[config.mk]
export PLATFORM = sky130hd
export DESIGN_NAME = cmp_match_unit
export DESIGN_NICKNAME = d
export VERILOG_FILES = /design/src/rtl/cmu_pkg.sv /design/src/rtl/cmu_mode_decode.sv /design/src/rtl/cmu_match_detect.sv /design/src/rtl/cmu_action.sv /design/src/rtl/cmp_match_unit.sv
export SDC_FILE = /design/constraint.sdc
export NUM_CORES = 1
export LEC_CHECK = 0
export BUFFER_PORTS_ARGS = -buffer_cell sky130_fd_sc_hd__buf_2
export CAP_MARGIN = 5
export CORE_AREA = 2 2 39 41
export CTS_BUF_LIST = sky130_fd_sc_hd__clkbuf_16
export DETAILED_ROUTE_END_ITERATION = 10
export DIE_AREA = 0 0 41 43
export PLACE_DENSITY = 0.72
export SYNTH_ARGS = -nofsm -noshare
export SYNTH_HDL_FRONTEND = slang
export SYNTH_SLANG_ARGS = --single-unit
[constraint.sdc]
create_clock -name clk -period 1.5 [get_ports clk]
set_input_delay 0.15 -clock clk [delete_from_list [all_inputs] [get_ports clk]]
set_output_delay 0.15 -clock clk [all_outputs]
set_load 0.03 [all_outputs]
[src/rtl/cmu_pkg.sv]
package cmu_pkg;

  localparam int MODE_W = 4;

  localparam logic [MODE_W-1:0] MODE_OFF     = 4'b0000;
  localparam logic [MODE_W-1:0] MODE_PIN_HI  = 4'b1000;
  localparam logic [MODE_W-1:0] MODE_PIN_LO  = 4'b1001;
  localparam logic [MODE_W-1:0] MODE_FLAG    = 4'b1010;
  localparam logic [MODE_W-1:0] MODE_EVENT   = 4'b1011;

  typedef enum logic [2:0] {
    ACT_NONE      = 3'd0,
    ACT_PIN_HI    = 3'd1,
    ACT_PIN_LO    = 3'd2,
    ACT_FLAG_ONLY = 3'd3,
    ACT_EVENT     = 3'd4
  } act_e;

  function automatic act_e mode_to_act(input logic [MODE_W-1:0] m);
    act_e a;
    case (m)
      MODE_PIN_HI: a = ACT_PIN_HI;
      MODE_PIN_LO: a = ACT_PIN_LO;
      MODE_FLAG:   a = ACT_FLAG_ONLY;
      MODE_EVENT:  a = ACT_EVENT;
      default:     a = ACT_NONE;
    endcase
    return a;
  endfunction

endpackage

[src/rtl/cmu_mode_decode.sv]
module cmu_mode_decode
  import cmu_pkg::*;
(
  input  logic [MODE_W-1:0] mode_i,
  output logic              off_o,
  output logic              cmp_en_o,
  output act_e              act_o
);

  always_comb begin
    act_o    = mode_to_act(mode_i);
    off_o    = (mode_i == MODE_OFF);
    cmp_en_o = (act_o != ACT_NONE);
  end

endmodule

[src/rtl/cmu_match_detect.sv]
module cmu_match_detect #(
  parameter int TMR_W = 16
) (
  input  logic             clk,
  input  logic             rst_n,
  input  logic             en_i,
  input  logic [TMR_W-1:0] tmr_i,
  input  logic [TMR_W-1:0] cmp_i,
  output logic             hit_o
);

  logic eq;
  logic eq_q;

  // Equality is only remembered while compare is enabled. Entering the
  // compare group with equal values therefore counts as a fresh match.
  assign eq    = (tmr_i == cmp_i);
  assign hit_o = en_i & eq & ~eq_q;

  always_ff @(posedge clk or negedge rst_n) begin
    if (!rst_n) eq_q <= 1'b0;
    else        eq_q <= en_i & eq;
  end

endmodule

[src/rtl/cmu_action.sv]
module cmu_action
  import cmu_pkg::*;
#(
  parameter bit HAS_CONV = 1'b1
) (
  input  logic clk,
  input  logic rst_n,
  input  logic off_i,
  input  logic hit_i,
  input  act_e act_i,
  input  logic flag_clr_i,
  input  logic conv_en_i,
  output logic pin_o,
  output logic flag_o,
  output logic tmr_rst_o,
  output logic conv_start_o
);

  logic pin_d, flag_d, rst_d;
  logic ev_hit;

  assign ev_hit = hit_i & (act_i == ACT_EVENT);

  always_comb begin
    pin_d  = pin_o;
    flag_d = flag_o;
    rst_d  = 1'b0;
    if (off_i) begin
      pin_d  = 1'b0;
      flag_d = 1'b0;
    end else begin
      if (hit_i && act_i == ACT_PIN_HI) pin_d = 1'b1;
      if (hit_i && act_i == ACT_PIN_LO) pin_d = 1'b0;
      if (hit_i)           flag_d = 1'b1;
      else if (flag_clr_i) flag_d = 1'b0;
      rst_d = ev_hit;
    end
  end

  always_ff @(posedge clk or negedge rst_n) begin
    if (!rst_n) begin
      pin_o     <= 1'b0;
      flag_o    <= 1'b0;
      tmr_rst_o <= 1'b0;
    end else begin
      pin_o     <= pin_d;
      flag_o    <= flag_d;
      tmr_rst_o <= rst_d;
    end
  end

  generate
    if (HAS_CONV) begin : g_conv
      logic conv_q;
      always_ff @(posedge clk or negedge rst_n) begin
        if (!rst_n) conv_q <= 1'b0;
        else        conv_q <= ev_hit & conv_en_i & ~off_i;
      end
      assign conv_start_o = conv_q;
    end else begin : g_no_conv
      assign conv_start_o = conv_en_i & 1'b0;
    end
  endgenerate

endmodule

[src/rtl/cmp_match_unit.sv]
module cmp_match_unit
  import cmu_pkg::*;
#(
  parameter int TMR_W    = 16,
  parameter bit HAS_CONV = 1'b1
) (
  input  logic              clk,
  input  logic              rst_n,
  input  logic [MODE_W-1:0] mode_i,
  input  logic [TMR_W-1:0]  cmp_i,
  input  logic [TMR_W-1:0]  tmr_i,
  input  logic              flag_clr_i,
  input  logic              conv_en_i,
  output logic              pin_o,
  output logic              flag_o,
  output logic              tmr_rst_o,
  output logic              conv_start_o
);

  logic off, cmp_en, hit;
  act_e act;

  cmu_mode_decode u_dec (
    .mode_i   (mode_i),
    .off_o    (off),
    .cmp_en_o (cmp_en),
    .act_o    (act)
  );

  cmu_match_detect #(.TMR_W(TMR_W)) u_match (
    .clk   (clk),
    .rst_n (rst_n),
    .en_i  (cmp_en),
    .tmr_i (tmr_i),
    .cmp_i (cmp_i),
    .hit_o (hit)
  );

  cmu_action #(.HAS_CONV(HAS_CONV)) u_act (
    .clk          (clk),
    .rst_n        (rst_n),
    .off_i        (off),
    .hit_i        (hit),
    .act_i        (act),
    .flag_clr_i   (flag_clr_i),
    .conv_en_i    (conv_en_i),
    .pin_o        (pin_o),
    .flag_o       (flag_o),
    .tmr_rst_o    (tmr_rst_o),
    .conv_start_o (conv_start_o)
  );

endmodule

Yosys cells after proc, flatten, opt, wreduce, memory -nomap -nowiden. Index checks and enable logic that the tools add are counted.

Logic and storage cells: 34. Flip-flop bits (word level): 5.

Bitwise gates (word level): 7. Equality and inequality tests: 8. Reduce and logical (&&, ||, !) cells: 6. Mux-type cells: 8.

Operators by type and width (number): $eq 16x16->1 (1); $eq 4x4->1 const B (4); $pmux 3 s4 (1); $reduce_bool 3->1 (3); $mux 1 (7); $and 1x1->1 (5); $logic_not 4->1 (1); $eq 3x1->1 const B (1); $eq 3x2->1 const B (1); $eq 3x3->1 const B (1); $logic_and 1x1->1 (2); $not 1->1 (2).

Logic depth before layout (Yosys ltp).
Depth in word-level cells: 9. Depth in mapped cells: 5.

Modules after synthesis. From an unflattened synthesis, not the netlist that was laid out.

Cells, all modules: 45. Area total of the unflattened synthesis: 437.9 um2.

Modules (own cells, without submodules): cmu_match_detect (area each 211.5 um2, cells an instance 24, times used 1); cmu_action (area each 177.7 um2, cells an instance 15, times used 1); cmu_mode_decode (area each 48.8 um2, cells an instance 6, times used 1).

Least setup slack after synthesis. OpenSTA, ideal clock, no wires.

Path type: input-to-reg. From: input port cmp_i[5]. To: register u_act.g_conv.conv_q (netlist: u_act.conv_start_o). Setup time: 0.096 ns. Setup slack: -0.072 ns. Stages: 5. Data arrival time: 1.477 ns. Path through: xnor2_1 nand3_1 or4_4 or3_4 nor4_2.

Longest elaborated chain between the ends: 6.

RTL lines: start, declared (line cmp_match_unit.sv:10) `input logic [TMR_W-1:0] cmp_i,`; $eq 16x16->1 (line cmu_match_detect.sv:17) `assign eq = (tmr_i == cmp_i);`; $and 1x1->1 (2 in series) (line cmu_match_detect.sv:18) `assign hit_o = en_i & eq & ~eq_q;`; $and 1x1->1 (line cmu_action.sv:22) `assign ev_hit = hit_i & (act_i == ACT_EVENT);`; $and 1x1->1 (2 in series) (line cmu_action.sv:57) `else conv_q <= ev_hit & conv_en_i & ~off_i;`; end signal, assigned (line cmu_action.sv:57); end, declared (line cmu_action.sv:54) `logic conv_q;`.

No other way between the ends. A chain may end at the register's enable or synchronous reset.

Worst setup path after layout. Ends and elaborated chain as after synthesis.

==> flow_results.xml <==
<?xml version="1.0" encoding="UTF-8"?>
<metrics>
  <group name="status">
    <metric name="status" unit="">finished with violations</metric>
    <metric name="violations" unit="">setup timing</metric>
  </group>
  <group name="power">
    <metric name="vdd_ir_max" unit="V">0.0004123</metric>
    <metric name="total_leakage_power" unit="nW">0.4567</metric>
    <metric name="power_per_cell_area" unit="nW/um^2">850.6</metric>
    <metric name="total_power_after_layout" unit="mW">0.7152</metric>
  </group>
  <group name="final_layout">
    <metric name="diodes" unit="">0</metric>
    <metric name="post-route-util" unit="">0.6076</metric>
    <metric name="area_growth_syn_to_layout" unit="%">107.4</metric>
    <metric name="fill_cells" unit="">118</metric>
    <metric name="post_route_cells_drive_above_1_share" unit="">0.6452</metric>
    <metric name="finalNetCount" unit="">134</metric>
    <metric name="most-common-layout-cells" unit="">sky130_fd_sc_hd__buf_2 (39), sky130_fd_sc_hd__xor2_1 (10), sky130_fd_sc_hd__xnor2_2 (7)</metric>
    <metric name="final_area" unit="sq um">840.8</metric>
    <metric name="finalNonFillerCells" unit="">109</metric>
    <metric name="most_frequent_standard_cell_in_the_layout_excluding_fill_and_tap_cells" unit="">sky130_fd_sc_hd__buf_2</metric>
  </group>
  <group name="synth">
    <metric name="synth_seq_cells" unit="">5</metric>
    <metric name="yosysSeqAreaShare" unit="">0.3086</metric>
    <metric name="yosys_warnings" unit="">0</metric>
    <metric name="synthCells" unit="">42</metric>
    <metric name="synthesis.area_per_instance" unit="sq um">9.652</metric>
    <metric name="syn-num-nets" unit="">82</metric>
    <metric name="post_synth_instance_area" unit="sq um">405.4</metric>
    <metric name="synthDistinctLibCells" unit="">17</metric>
  </group>
  <group name="floorplanning">
    <metric name="top_level_ports" unit="">44</metric>
    <metric name="start_util" unit="">0.2929</metric>
    <metric name="placement_rows" unit="">14</metric>
    <metric name="core-area" unit="sq um">1384</metric>
    <metric name="chipWidth" unit="microns">41</metric>
    <metric name="die_h" unit="microns">43</metric>
    <metric name="dieArea" unit="sq um">1763</metric>
  </group>
  <group name="clock_network">
    <metric name="worst_skew_pair.late_latency" unit="ns">0.23</metric>
    <metric name="worst_setup_hold_path_clk_slew" unit="ns">0.03</metric>
    <metric name="cts_sinks" unit="">5</metric>
    <metric name="cts_setup_buffers" unit="">0</metric>
    <metric name="cts-root-to-sink-buffers" unit="">2</metric>
    <metric name="clock_tree.htree_level_count" unit="">1</metric>
    <metric name="clock_tree.root_cell" unit="">sky130_fd_sc_hd__clkbuf_16</metric>
    <metric name="cts_inserted_buffers" unit="">3</metric>
    <metric name="tritoncts" unit="">done</metric>
  </group>
  <group name="sta">
    <metric name="holdWs" unit="ns">0.1907</metric>
    <metric name="final-setup-viol-count" unit="">1</metric>
    <metric name="rsz0062_at_grt" unit="">true</metric>
    <metric name="setup_slack" unit="ns">-0.08701</metric>
    <metric name="shortest_period_the_worst_path_allows" unit="ns">1.587</metric>
    <metric name="max-slew-margin-rel" unit="">0.7768</metric>
    <metric name="timing.fmax" unit="MHz">630.1</metric>
    <metric name="period_share" unit="">1.058</metric>
    <metric name="setup-tns-final" unit="ns">-0.08701</metric>
    <metric name="skew" unit="ns">0.001033</metric>
    <metric name="worst_slew_pin_slew" unit="ns">0.3317</metric>
    <metric name="final_max_slew_viol_count" unit="">0</metric>
    <metric name="final_hold_viol_count" unit="">0</metric>
  </group>
  <group name="critical_path">
    <metric name="cp.arrival" unit="ns">1.71</metric>
    <metric name="critical_path.startpoint_type" unit="">input pin</metric>
    <metric name="crit_fanout" unit="">4</metric>
    <metric name="crit_chain" unit="">buf_2 -&gt; xnor2_2 -&gt; nand3_1 -&gt; or4_4 -&gt; or3_4 -&gt; nor4_2</metric>
    <metric name="crit_path_end_kind" unit="">flop</metric>
    <metric name="worst_path_max_delay_cell" unit="">sky130_fd_sc_hd__or4_4</metric>
    <metric name="worst-setup-path-type" unit="">in -&gt; reg</metric>
    <metric name="timing.critical_path.required" unit="ns">1.62</metric>
    <metric name="cp_slowest_stage_delay" unit="ns">0.53</metric>
  </group>
  <group name="grt">
    <metric name="largest_net_degree_at_the_start_of_global_routing" unit="">6</metric>
    <metric name="grt_first_pass_wirelength" unit="microns">1794</metric>
    <metric name="grt_pass1_vias" unit="">487</metric>
    <metric name="antenna_found_initial" unit="">0</metric>
    <metric name="global_route.overflow_total" unit="">0</metric>
    <metric name="global_route.usage.total" unit="">0.1496</metric>
  </group>
  <group name="place">
    <metric name="gp_congestion" unit="">0.7014</metric>
    <metric name="port_buffers" unit="">43</metric>
    <metric name="dp.final_hpwl" unit="microns">895.9</metric>
    <metric name="place_area" unit="sq um">708.2</metric>
    <metric name="placedCellCount" unit="">104</metric>
    <metric name="pre_cts_slack" unit="ns">-0.2821</metric>
  </group>
  <group name="route">
    <metric name="dr_wl_met3" unit="microns">99</metric>
    <metric name="top_layer_used" unit="">met3</metric>
    <metric name="detailedRoute.firstIterationViolations" unit="">4</metric>
    <metric name="drt_drc_violations_left" unit="">0</metric>
    <metric name="wl_met1" unit="microns">392</metric>
    <metric name="drt-vias-per-instance" unit="">4.651</metric>
    <metric name="antenna_violating_nets_post_route" unit="">0</metric>
    <metric name="vias_post_dr" unit="">507</metric>
    <metric name="avg_wl_per_cell" unit="microns">10.21</metric>
    <metric name="met2WireLength" unit="microns">621</metric>
    <metric name="drt_first_pass_iters" unit="">4</metric>
    <metric name="route.final.wire_length" unit="microns">1113</metric>
  </group>
  <group name="job">
    <metric name="drv_cap" unit="">0</metric>
  </group>
  <group name="worst_hold_path">
    <metric name="worst_hold_path_type" unit="">in -&gt; reg</metric>
  </group>
</metrics>
## kinds of logic (layout without fill, tap and decap cells)
| kind of cell | count (synthesis) | count (layout) | synth area share |
|---|---|---|---|
| AO/OA/AOI/OAI | 2 | 2 | 0.03394 |
| AND/OR/NAND/NOR | 16 | 16 | 0.2562 |
| multiplexers | 1 | 1 | 0.02469 |
| buffers and inverters | 1 | 52 | 0.009250 |
| flip-flops | 5 | 5 | 0.3086 |
| XOR/XNOR | 17 | 17 | 0.3673 |
## area by class of cell
class	count	area, sq um	share of cell area
Clock buffer	3	75.07	0.08929
Clock inverter	1	3.754	0.004464
Inverter	1	3.754	0.004464
Multi-Input combinational cell	36	340.3	0.4048
Sequential cell	5	125.1	0.1488
Tap cell	16	20.02	0.02381
Timing Repair Buffer	47	272.8	0.3244
## registers in the layout, indices dropped and copies added, names as in the netlist
| signal | flops |
|---|---|
| u_act.tmr_rst_o | 1 |
| u_act.flag_o | 1 |
| u_act.pin_o | 1 |
| u_act.conv_start_o | 1 |
| u_match.eq_q | 1 |
## worst max-delay path, delay by kind of cell
| family | cells | cell delay, ns |
|---|---|---|
| xor gates and xnor gates | 1 | 0.13 |
| buffers and inverters | 1 | 0.11 |
| and+or+nand+nor | 4 | 1.30 |
## where the power goes
group	switching (mW)	internal, mW
Clock	0.0895	0.346
Sequential	0.00000132	0.136
Combinational	0.0551	0.0893
## synthesized netlist by cell type
master                     instances  share of area
sky130_fd_sc_hd__mux2i_1           1          0.025
sky130_fd_sc_hd__nor3_1            1          0.012
sky130_fd_sc_hd__a21oi_1           1          0.012
sky130_fd_sc_hd__nand3_1           1          0.012
sky130_fd_sc_hd__dfrtp_1           5           0.31
sky130_fd_sc_hd__nor4_1            3          0.046
sky130_fd_sc_hd__nand4_1           1          0.015
sky130_fd_sc_hd__o32ai_1           1          0.022
sky130_fd_sc_hd__nor4_2            1          0.031
sky130_fd_sc_hd__nand2_1           2          0.019
sky130_fd_sc_hd__xnor2_1           7           0.15
sky130_fd_sc_hd__xor2_1           10           0.22
sky130_fd_sc_hd__or3_4             1          0.028
sky130_fd_sc_hd__nor2_1            2          0.019
sky130_fd_sc_hd__or4_4             1          0.028
sky130_fd_sc_hd__nand2b_1          3          0.046
sky130_fd_sc_hd__inv_1             1         0.0093
## path summary, 6_finish.rpt
path                                          startpoint  depth (start not counted)                      endpoint  slack (ns)
max in group asynchronous                          rst_n                          2       u_act.pin_o$_DFFE_PN0P_        1.09
worst min register to register  u_act.flag_o$_DFFE_PN0P_                          2      u_act.flag_o$_DFFE_PN0P_        0.54
worst min-delay path                          flag_clr_i                          3      u_act.flag_o$_DFFE_PN0P_        0.19
worst max register to register    u_match.eq_q$_DFF_PN0_                          2  u_act.conv_start_o$_DFF_PN0_        0.35
worst max-delay path                            cmp_i[5]                          6  u_act.conv_start_o$_DFF_PN0_       -0.09
min in group asynchronous                          rst_n                          2  u_act.conv_start_o$_DFF_PN0_        0.28
## timing repair
item                       CTS  global route
setup endpoints to repair    1             4
resized for setup            1             6
hold endpoints to repair     5             0
hold buffers                 1             0
pin swaps                    0             1
## metal layers
layer,up-vias,global-route usage
met5,-,0
met4,0,0.08000
met3,0,0.04712
met2,22,0.2375
met1,232,0.1678
li1,253,-
(Power assumes the default switching activity.)
